==> config.mk <==
export PLATFORM = sky130hd
export DESIGN_NAME = gmux_tree
export DESIGN_NICKNAME = d
export VERILOG_FILES = /design/src/rtl/gmux_pkg.sv /design/src/rtl/gmux_decode.sv /design/src/rtl/gmux_gate.sv /design/src/rtl/gmux_node.sv /design/src/rtl/gmux_tree.sv
export SDC_FILE = /design/constraint.sdc
export NUM_CORES = 1
export LEC_CHECK = 0
export BUFFER_PORTS_ARGS = -buffer_cell sky130_fd_sc_hd__buf_2
export CAP_MARGIN = 25
export CORE_MARGIN = 2
export CORE_UTILIZATION = 26
export CTS_CLUSTER_DIAMETER = 30
export CTS_CLUSTER_SIZE = 40
export DETAILED_ROUTE_END_ITERATION = 12
export PLACE_DENSITY = 0.7
export SYNTH_ARGS = -nofsm -noshare
export SYNTH_HDL_FRONTEND = slang
export SYNTH_SLANG_ARGS = --single-unit
==> constraint.sdc <==
create_clock -name clk -period 1.4 [get_ports clk]
set_clock_uncertainty 0.15 [all_clocks]
set_input_delay 0.21 -clock clk [delete_from_list [all_inputs] [get_ports clk]]
set_output_delay 0.21 -clock clk [all_outputs]
set_load 0.02 [all_outputs]
==> src/rtl/gmux_pkg.sv <==
`timescale 1ns/1ps
package gmux_pkg;

    // True when exactly one bit of v is set.
    function automatic logic exactly_one(input logic [31:0] v);
        return (v != 32'd0) && ((v & (v - 32'd1)) == 32'd0);
    endfunction

endpackage

==> src/rtl/gmux_decode.sv <==
`timescale 1ns/1ps
module gmux_decode #(
    parameter int FANIN = 3
) (
    input  logic [FANIN-1:0] en_i,
    output logic [FANIN-1:0] sel_o,
    output logic             vld_o
);
    logic solo;

    always_comb begin
        solo  = gmux_pkg::exactly_one(32'(en_i));
        sel_o = en_i & {FANIN{solo}};
        vld_o = solo;
    end
endmodule

==> src/rtl/gmux_gate.sv <==
`timescale 1ns/1ps
module gmux_gate #(
    parameter int WIDTH = 12
) (
    input  logic [WIDTH-1:0] dat_i,
    input  logic             sel_i,
    output logic [WIDTH-1:0] dat_o
);
    // An unselected input becomes neutral for the AND merge.
    always_comb dat_o = sel_i ? dat_i : {WIDTH{1'b1}};
endmodule

==> src/rtl/gmux_node.sv <==
`timescale 1ns/1ps
module gmux_node #(
    parameter int WIDTH   = 12,
    parameter int FANIN   = 3,
    parameter bit OUT_REG = 1'b0
) (
    input  logic                   clk,
    input  logic                   rst_n,
    input  logic [FANIN-1:0]       en_i,
    input  logic [FANIN*WIDTH-1:0] dat_i,
    output logic [WIDTH-1:0]       dat_o,
    output logic                   vld_o
);
    typedef struct packed {
        logic [WIDTH-1:0] dat;
        logic             vld;
    } node_s;

    logic [FANIN-1:0]       sel;
    logic                   solo;
    logic [FANIN*WIDTH-1:0] gated;
    node_s                  st_d;
    node_s                  st_q;

    gmux_decode #(.FANIN(FANIN)) dec_i (
        .en_i  (en_i),
        .sel_o (sel),
        .vld_o (solo)
    );

    for (genvar i = 0; i < FANIN; i++) begin : g_gate
        gmux_gate #(.WIDTH(WIDTH)) gate_i (
            .dat_i (dat_i[i*WIDTH +: WIDTH]),
            .sel_i (sel[i]),
            .dat_o (gated[i*WIDTH +: WIDTH])
        );
    end

    always_comb begin
        st_d.dat = {WIDTH{1'b1}};
        for (int i = 0; i < FANIN; i++) begin
            st_d.dat = st_d.dat & gated[i*WIDTH +: WIDTH];
        end
        st_d.vld = solo;
    end

    if (OUT_REG) begin : g_reg
        always_ff @(posedge clk or negedge rst_n) begin
            if (!rst_n) begin
                st_q <= '{dat: {WIDTH{1'b1}}, vld: 1'b0};
            end else begin
                st_q <= st_d;
            end
        end
    end else begin : g_comb
        logic unused_clk_rst;
        assign unused_clk_rst = clk ^ rst_n;
        assign st_q = st_d;
    end

    assign dat_o = st_q.dat;
    assign vld_o = st_q.vld;
endmodule

==> src/rtl/gmux_tree.sv <==
`timescale 1ns/1ps
module gmux_tree #(
    parameter int WIDTH    = 12,
    parameter int FANIN    = 3,
    parameter bit LEAF_REG = 1'b0,
    parameter bit ROOT_REG = 1'b1
) (
    input  logic                         clk,
    input  logic                         rst_n,
    input  logic [FANIN*FANIN-1:0]       en_i,
    input  logic [FANIN*FANIN*WIDTH-1:0] dat_i,
    output logic [WIDTH-1:0]             dat_o,
    output logic                         vld_o
);
    localparam int LEAF_BUS = FANIN * WIDTH;

    logic [FANIN*WIDTH-1:0] grp_dat;
    logic [FANIN-1:0]       grp_vld;

    for (genvar g = 0; g < FANIN; g++) begin : g_leaf
        gmux_node #(
            .WIDTH   (WIDTH),
            .FANIN   (FANIN),
            .OUT_REG (LEAF_REG)
        ) leaf_i (
            .clk   (clk),
            .rst_n (rst_n),
            .en_i  (en_i[g*FANIN +: FANIN]),
            .dat_i (dat_i[g*LEAF_BUS +: LEAF_BUS]),
            .dat_o (grp_dat[g*WIDTH +: WIDTH]),
            .vld_o (grp_vld[g])
        );
    end

    gmux_node #(
        .WIDTH   (WIDTH),
        .FANIN   (FANIN),
        .OUT_REG (ROOT_REG)
    ) root_i (
        .clk   (clk),
        .rst_n (rst_n),
        .en_i  (grp_vld),
        .dat_i (grp_dat),
        .dat_o (dat_o),
        .vld_o (vld_o)
    );
endmodule

==> results of run 1 <==
## layer usage
metal	vias to the layer above	part of all wire (%)	wire length [µm]
met5	-	0	0
met2	131	49	3180
met3	8	8.4	545
met1	1001	41	2680
met4	0	1.2	80
li1	1066	-	-
## kinds of logic after synthesis
family	share of synthesized area, %
simple gates	25.3
buf+inv	11.9
xor+xnor	2.27
flops	22.1
compound gates	38.5
## flip-flops by register name, indices dropped and copies added (netlist names)
| name | flops |
|---|---|
| root_i.dat_o | 12 |
| root_i.vld_o | 1 |
## final timing paths
check | end | cells after the start | slack, ns
min | root_i.dat_o[11] | 3 | 0.22
max in group asynchronous | root_i.dat_o[6] | 2 | 0.58
min in group asynchronous | root_i.vld_o | 2 | 0.25
max | root_i.dat_o[3] | 6 | -0.01
## critical path, stage by stage
cell and delay, ns:
buf_2 0.12, nor3b_2 0.16, buf_4 0.17, a221oi_1 0.43, o22ai_1 0.16, a22oi_1 0.16
## power by group
group | leakage (nW) | switching (W) | internal [W] | total (W)
clock | 0.0228 | 0.000129 | 0.000201 | 0.000329
combinational | 1.03 | 0.000395 | 0.000375 | 0.000770
sequential | 0.139 | 0.0000129 | 0.000443 | 0.000455
## repair_timing
item | CTS | global route
endpoints found under the setup margin | 13 | 12
pin swaps | 1 | 0
gates cloned | 0 | 1
hold endpoints to repair | 13 | 0
setup buffers | 0 | 0
resized for setup | 6 | 14
hold buffers | 1 | 0
## placed cells by master, fill, tap and decap left out, types with 5 or more instances in the layout
master	count
o22ai_1	22
inv_1	23
a221oi_1	18
buf_2	131
nor2_1	24
nor4b_1	24
a221oi_2	5
a22oi_1	12
buf_4	24
dfstp_2	12
o22a_1	12
## per-stage QoR
step	setup TNS [ns]	hold slack [ns]	power (W)	util [%]
global route	-0.336	0.239	0.00165	44.6
finish	-0.0123	0.216	0.00155	44.6
detailed placement	-6.66	-0.0480	0.00119	41.8
global placement	-7.67	-0.0461	0.00118	41.7
CTS	0	0.219	0.00152	43.2
floorplan	0	-0.236	0.000833	-
## cell type report
class | instances | area [µm²]
timing repair buffer | 161 | 923
clock buffer | 4 | 45.0
inverter | 23 | 86.3
multi-input combinational | 140 | 1100
sequential | 13 | 340
tap | 75 | 93.8
fill | 584 | 3220
==> results.txt, run 1 <==
Outcome -> finished with violations
Violated checks -> negative setup slack
Pre-CTS WS -> -0.601 ns
Syn-to-layout area delta -> 68.2%
Crit path DAT -> 1.42 ns
Total of max-cap violations -> 0
CP Data Required Time -> 1.41 ns
Actual slew at the worst max-slew pin -> 0.559 ns
HP Start -> dat_i[83]
Root Driver -> clkbuf_8
Drt pass-1 iters -> 4
Top Ports -> 132
Netlist cell types -> 28
Hold/Removal Path Class -> input port to flop
Final HPWL DP -> 5340 µm
Met3 Resource Use GR -> 2.22%
Syn_area_per_cell -> 7.78 µm²
Tcrit/Tclk final -> 101%
Gpl congestion -> 0.817
Die footprint -> 6560 µm²
Largest fanout on the critical path -> 9
Ys Warns -> 0
Post-synthesis sequential area ratio -> 22.1%
Synth Net Count -> 317
Slew HR -> 62.6%
Gr busiest metal -> met2
DRT Wirelength -> 6480 µm
Initial drt markers -> 217
Sinks on Clock Net -> 13
Crit path launch type -> input port
Synth area leaders -> dfstp_2 20%, nor4b_1 14%, a221oi_1 13%, o22ai_1 9.3%, o22a_1 6.8%
Most frequent cell after synthesis -> nor4b_1
Post-synth EDFFs -> 0
Lkg Pwr -> 1.19 nW
Critical path startpoint -> en_i[2]
# setup viols final -> 1
Nets -> 461
Die height -> 81.0 µm
Vias in the first global route -> 1997
CTS max path bufs -> 2
Post-synth top area cell -> dfstp_2
Final Hold Vio Count -> 0
Initial antenna violation count -> 0
Final setup margin -> -0.0123 ns
Largest net degree at the start of global routing -> 28
Maximum clock rate -> 708 MHz
Initial core utilization -> 26.5%
# DRC -> 0
Number of buffers inserted by port buffering -> 131
Peak supply drop -> 0.348 mV
Pins over their slew limit -> 0
TritonCTS Buffers -> 3
Post-Place Cells -> 410
Layout cell share with drive strength beyond 1 -> 56.6%
Cells after Synth -> 198
Core Footprint -> 5820 µm²
Async S/R FF share, synth -> 100%
Placed inst area -> 2430 µm²
Synth Cell Area -> 1540 µm²
Chip width -> 81.0 µm
Final ANT Viol Nets -> 0
Num rows -> 28
Vias/cell -> 5.30
Crit Path Category -> input port to flop
Synthesis-stage register bit count -> 13
Pwr/cell area -> 600 nW/µm²
CTS H-tree depth -> 1
Fin cells -> 416
Routed WL per cell -> 15.6 µm
CTS tree -> yes
Grt total ovfl -> 0
Via count -> 2206
Commonest cells in the netlist -> 25 x nor4b_1, 24 x nor2_1, 23 x a221oi_1, 23 x inv_1, 23 x o22ai_1
Tmin final -> 1.41 ns
Primary FF master, synth -> dfstp_2
Clock Pin Slew Worst Setup and Hold Paths -> 0.06 ns
Share of the synthesized area in the top cell type -> 20.5%
Met1 global-route usage -> 23.4%
Post-route cell area -> 2590 µm²
Crit end category -> flop
Unrepaired setup endpoints after global routing -> yes
Total GRT Usage -> 18.5%
Number of diodes -> 0
Grt met2 use -> 33.3%
First-pass GRT wire length -> 9330 µm
Power figures use the tool's default switching activity.
==> run 2: changes to the inputs <==
Settings changed: CELL_PAD_IN_SITES_DETAIL_PLACEMENT set to 0, CELL_PAD_IN_SITES_GLOBAL_PLACEMENT set to 1, PLACE_DENSITY 0.7 to 0.95.
==> results.txt, run 2 (synthesis gave the netlist of run 1 again) <==
Switching share of total power -> 34.7%
TritonCTS Buffers -> 3
Crit path launch type -> input port
CTS tree -> yes
Final HPWL DP -> 5310 µm
Routed WL per cell -> 15.5 µm
Post-route cell area -> 2570 µm²
Peak supply drop -> 0.510 mV
Gpl congestion -> 0.824
Net switching power -> 0.000536 W
Pins over their slew limit -> 0
Clk network pwr share -> 21.4%
Final setup margin -> 0.0487 ns
Most frequent cells in the layout -> 132 x buf_2, 25 x nor4b_1, 24 x nor2_1
Leading cell type in the layout, fill and taps excluded -> buf_2
Internal power consumption -> 0.00101 W
CP Cell Sequence -> buf_2, nor3b_2, buf_4, a221oi_1, o22ai_1, a22oi_1
CTS H-tree depth -> 1
Grt total ovfl -> 0
CP Data Required Time -> 1.41 ns
Crit-path slowest cell -> a221oi_1
Num rows -> 28
DRT Wirelength -> 6430 µm
Crit Path Category -> input port to flop
Final core utilization -> 44.2%
Tcrit/Tclk final -> 96.5%
Largest fanout on the critical path -> 7
Syn-to-layout area delta -> 66.8%
Chip width -> 81.0 µm
Initial drt markers -> 86
First-pass GRT wire length -> 9400 µm
Multi-input gate area -> 1100 µm²
Register share of total power -> 29.8%
Total of max-cap violations -> 0
Hold slack -> 0.211 ns
Root Driver -> clkbuf_8
Nets -> 460
Outcome -> finished, final reports clean
Max reg flops -> 12
Crit path DAT -> 1.36 ns
Vias/cell -> 5.24
Unrepaired setup endpoints after global routing -> yes
Die footprint -> 6560 µm²
Number of diodes -> 0
Initial core utilization -> 26.5%
Pre-CTS WS -> -0.587 ns
CP bufs+invs -> 2
Largest net degree at the start of global routing -> 28
Number of buffers inserted by port buffering -> 131
Core Footprint -> 5820 µm²
Final ANT Viol Nets -> 0
Initial antenna violation count -> 0
# setup viols final -> 0
Fillers -> 629
Slew HR -> 72.8%
Total GRT Usage -> 18.5%
Top Ports -> 132
PnR Total Power -> 0.00154 W
# DRC -> 0
Comb pwr share -> 48.8%
Tmin final -> 1.35 ns
Maximum clock rate -> 740 MHz
Vias in the first global route -> 2052
Setup Fix Bufs, Post-CTS -> 0
Layout cell share with drive strength beyond 1 -> 56.8%
Drt pass-1 iters -> 4
Hold/Removal Path Class -> input port to flop
Die height -> 81.0 µm
CTS max path bufs -> 2
CP top delay family -> compound AO/OA/AOI/OAI gates
Pwr/cell area -> 601 nW/µm²
Placed inst area -> 2420 µm²
Sinks on Clock Net -> 13
Clock Pin Slew Worst Setup and Hold Paths -> 0.05 ns
Worst path max stage delay -> 0.38 ns
Lkg Pwr -> 1.19 nW
Final Hold Vio Count -> 0
Register area -> 340 µm²
Actual slew at the worst max-slew pin -> 0.403 ns
Via count -> 2176
Crit end category -> flop
-- run 2: what timing repair did --
item / 4_1_cts / 5_1_grt
gates resized for setup: 5 / 11
hold endpoints to repair: 13 / 0
cloned: 0 / 1
pin swaps: 0 / 2
hold buffers: 1 / 0
endpoints found under the setup margin: 12 / 13
-- run 2: metrics by stage --
step	setup TNS, ns	std cells
finish	0	415
detailed placement	-6.33	409
floorplan	0	198
global route	-0.0586	415
global placement	-8.13	408
CTS	0	414
-- run 2: routing by layer --
layer,vias up,wire length (µm),global-route usage [%]
met3,6,460,3.89
met5,-,0,0
met4,0,59,2.20
met2,95,3220,33.5
met1,1009,2690,23.3
li1,1066,-,-
-- run 2: area by class of cell --
cell class / count / share of cell area [%]
inverters: 23 / 3.36
clock inverters: 1 / 0.195
well taps: 75 / 3.65
repair buffers: 160 / 35.1
clock buffers: 3 / 1.61
multi-input cells: 140 / 42.9
flip-flops and latches: 13 / 13.2
-- run 2: worst paths after layout --
path	start	to	slack, ns	cells past startpoint
setup / recovery	en_i[2]	root_i.dat_o[6]	0.05	6
hold / removal	dat_i[77]	root_i.dat_o[5]	0.21	3
max in group asynchronous	rst_n	root_i.dat_o[6]	0.59	2
min in group asynchronous	rst_n	root_i.vld_o	0.24	2
-- run 2: worst min-delay path: cells and delay by family --
kind                   cells  cell delay (ns)
AOI/OAI and AO/OA          2             0.29
buffers and inverters      1             0.09
-- run 2: power groups by stage --
| stage | combinational [W] | clock [W] | sequential, W |
|---|---|---|---|
| 4_1_cts | 0.000729 | 0.000336 | 0.000460 |
| 2_1_floorplan | 0.000317 | 0 | 0.000517 |
| 3_3_place_gp | 0.000706 | 0 | 0.000466 |
| 3_5_place_dp | 0.000719 | 0 | 0.000466 |
| 6_report | 0.000753 | 0.000330 | 0.000460 |
| 5_1_grt | 0.000817 | 0.000363 | 0.000465 |
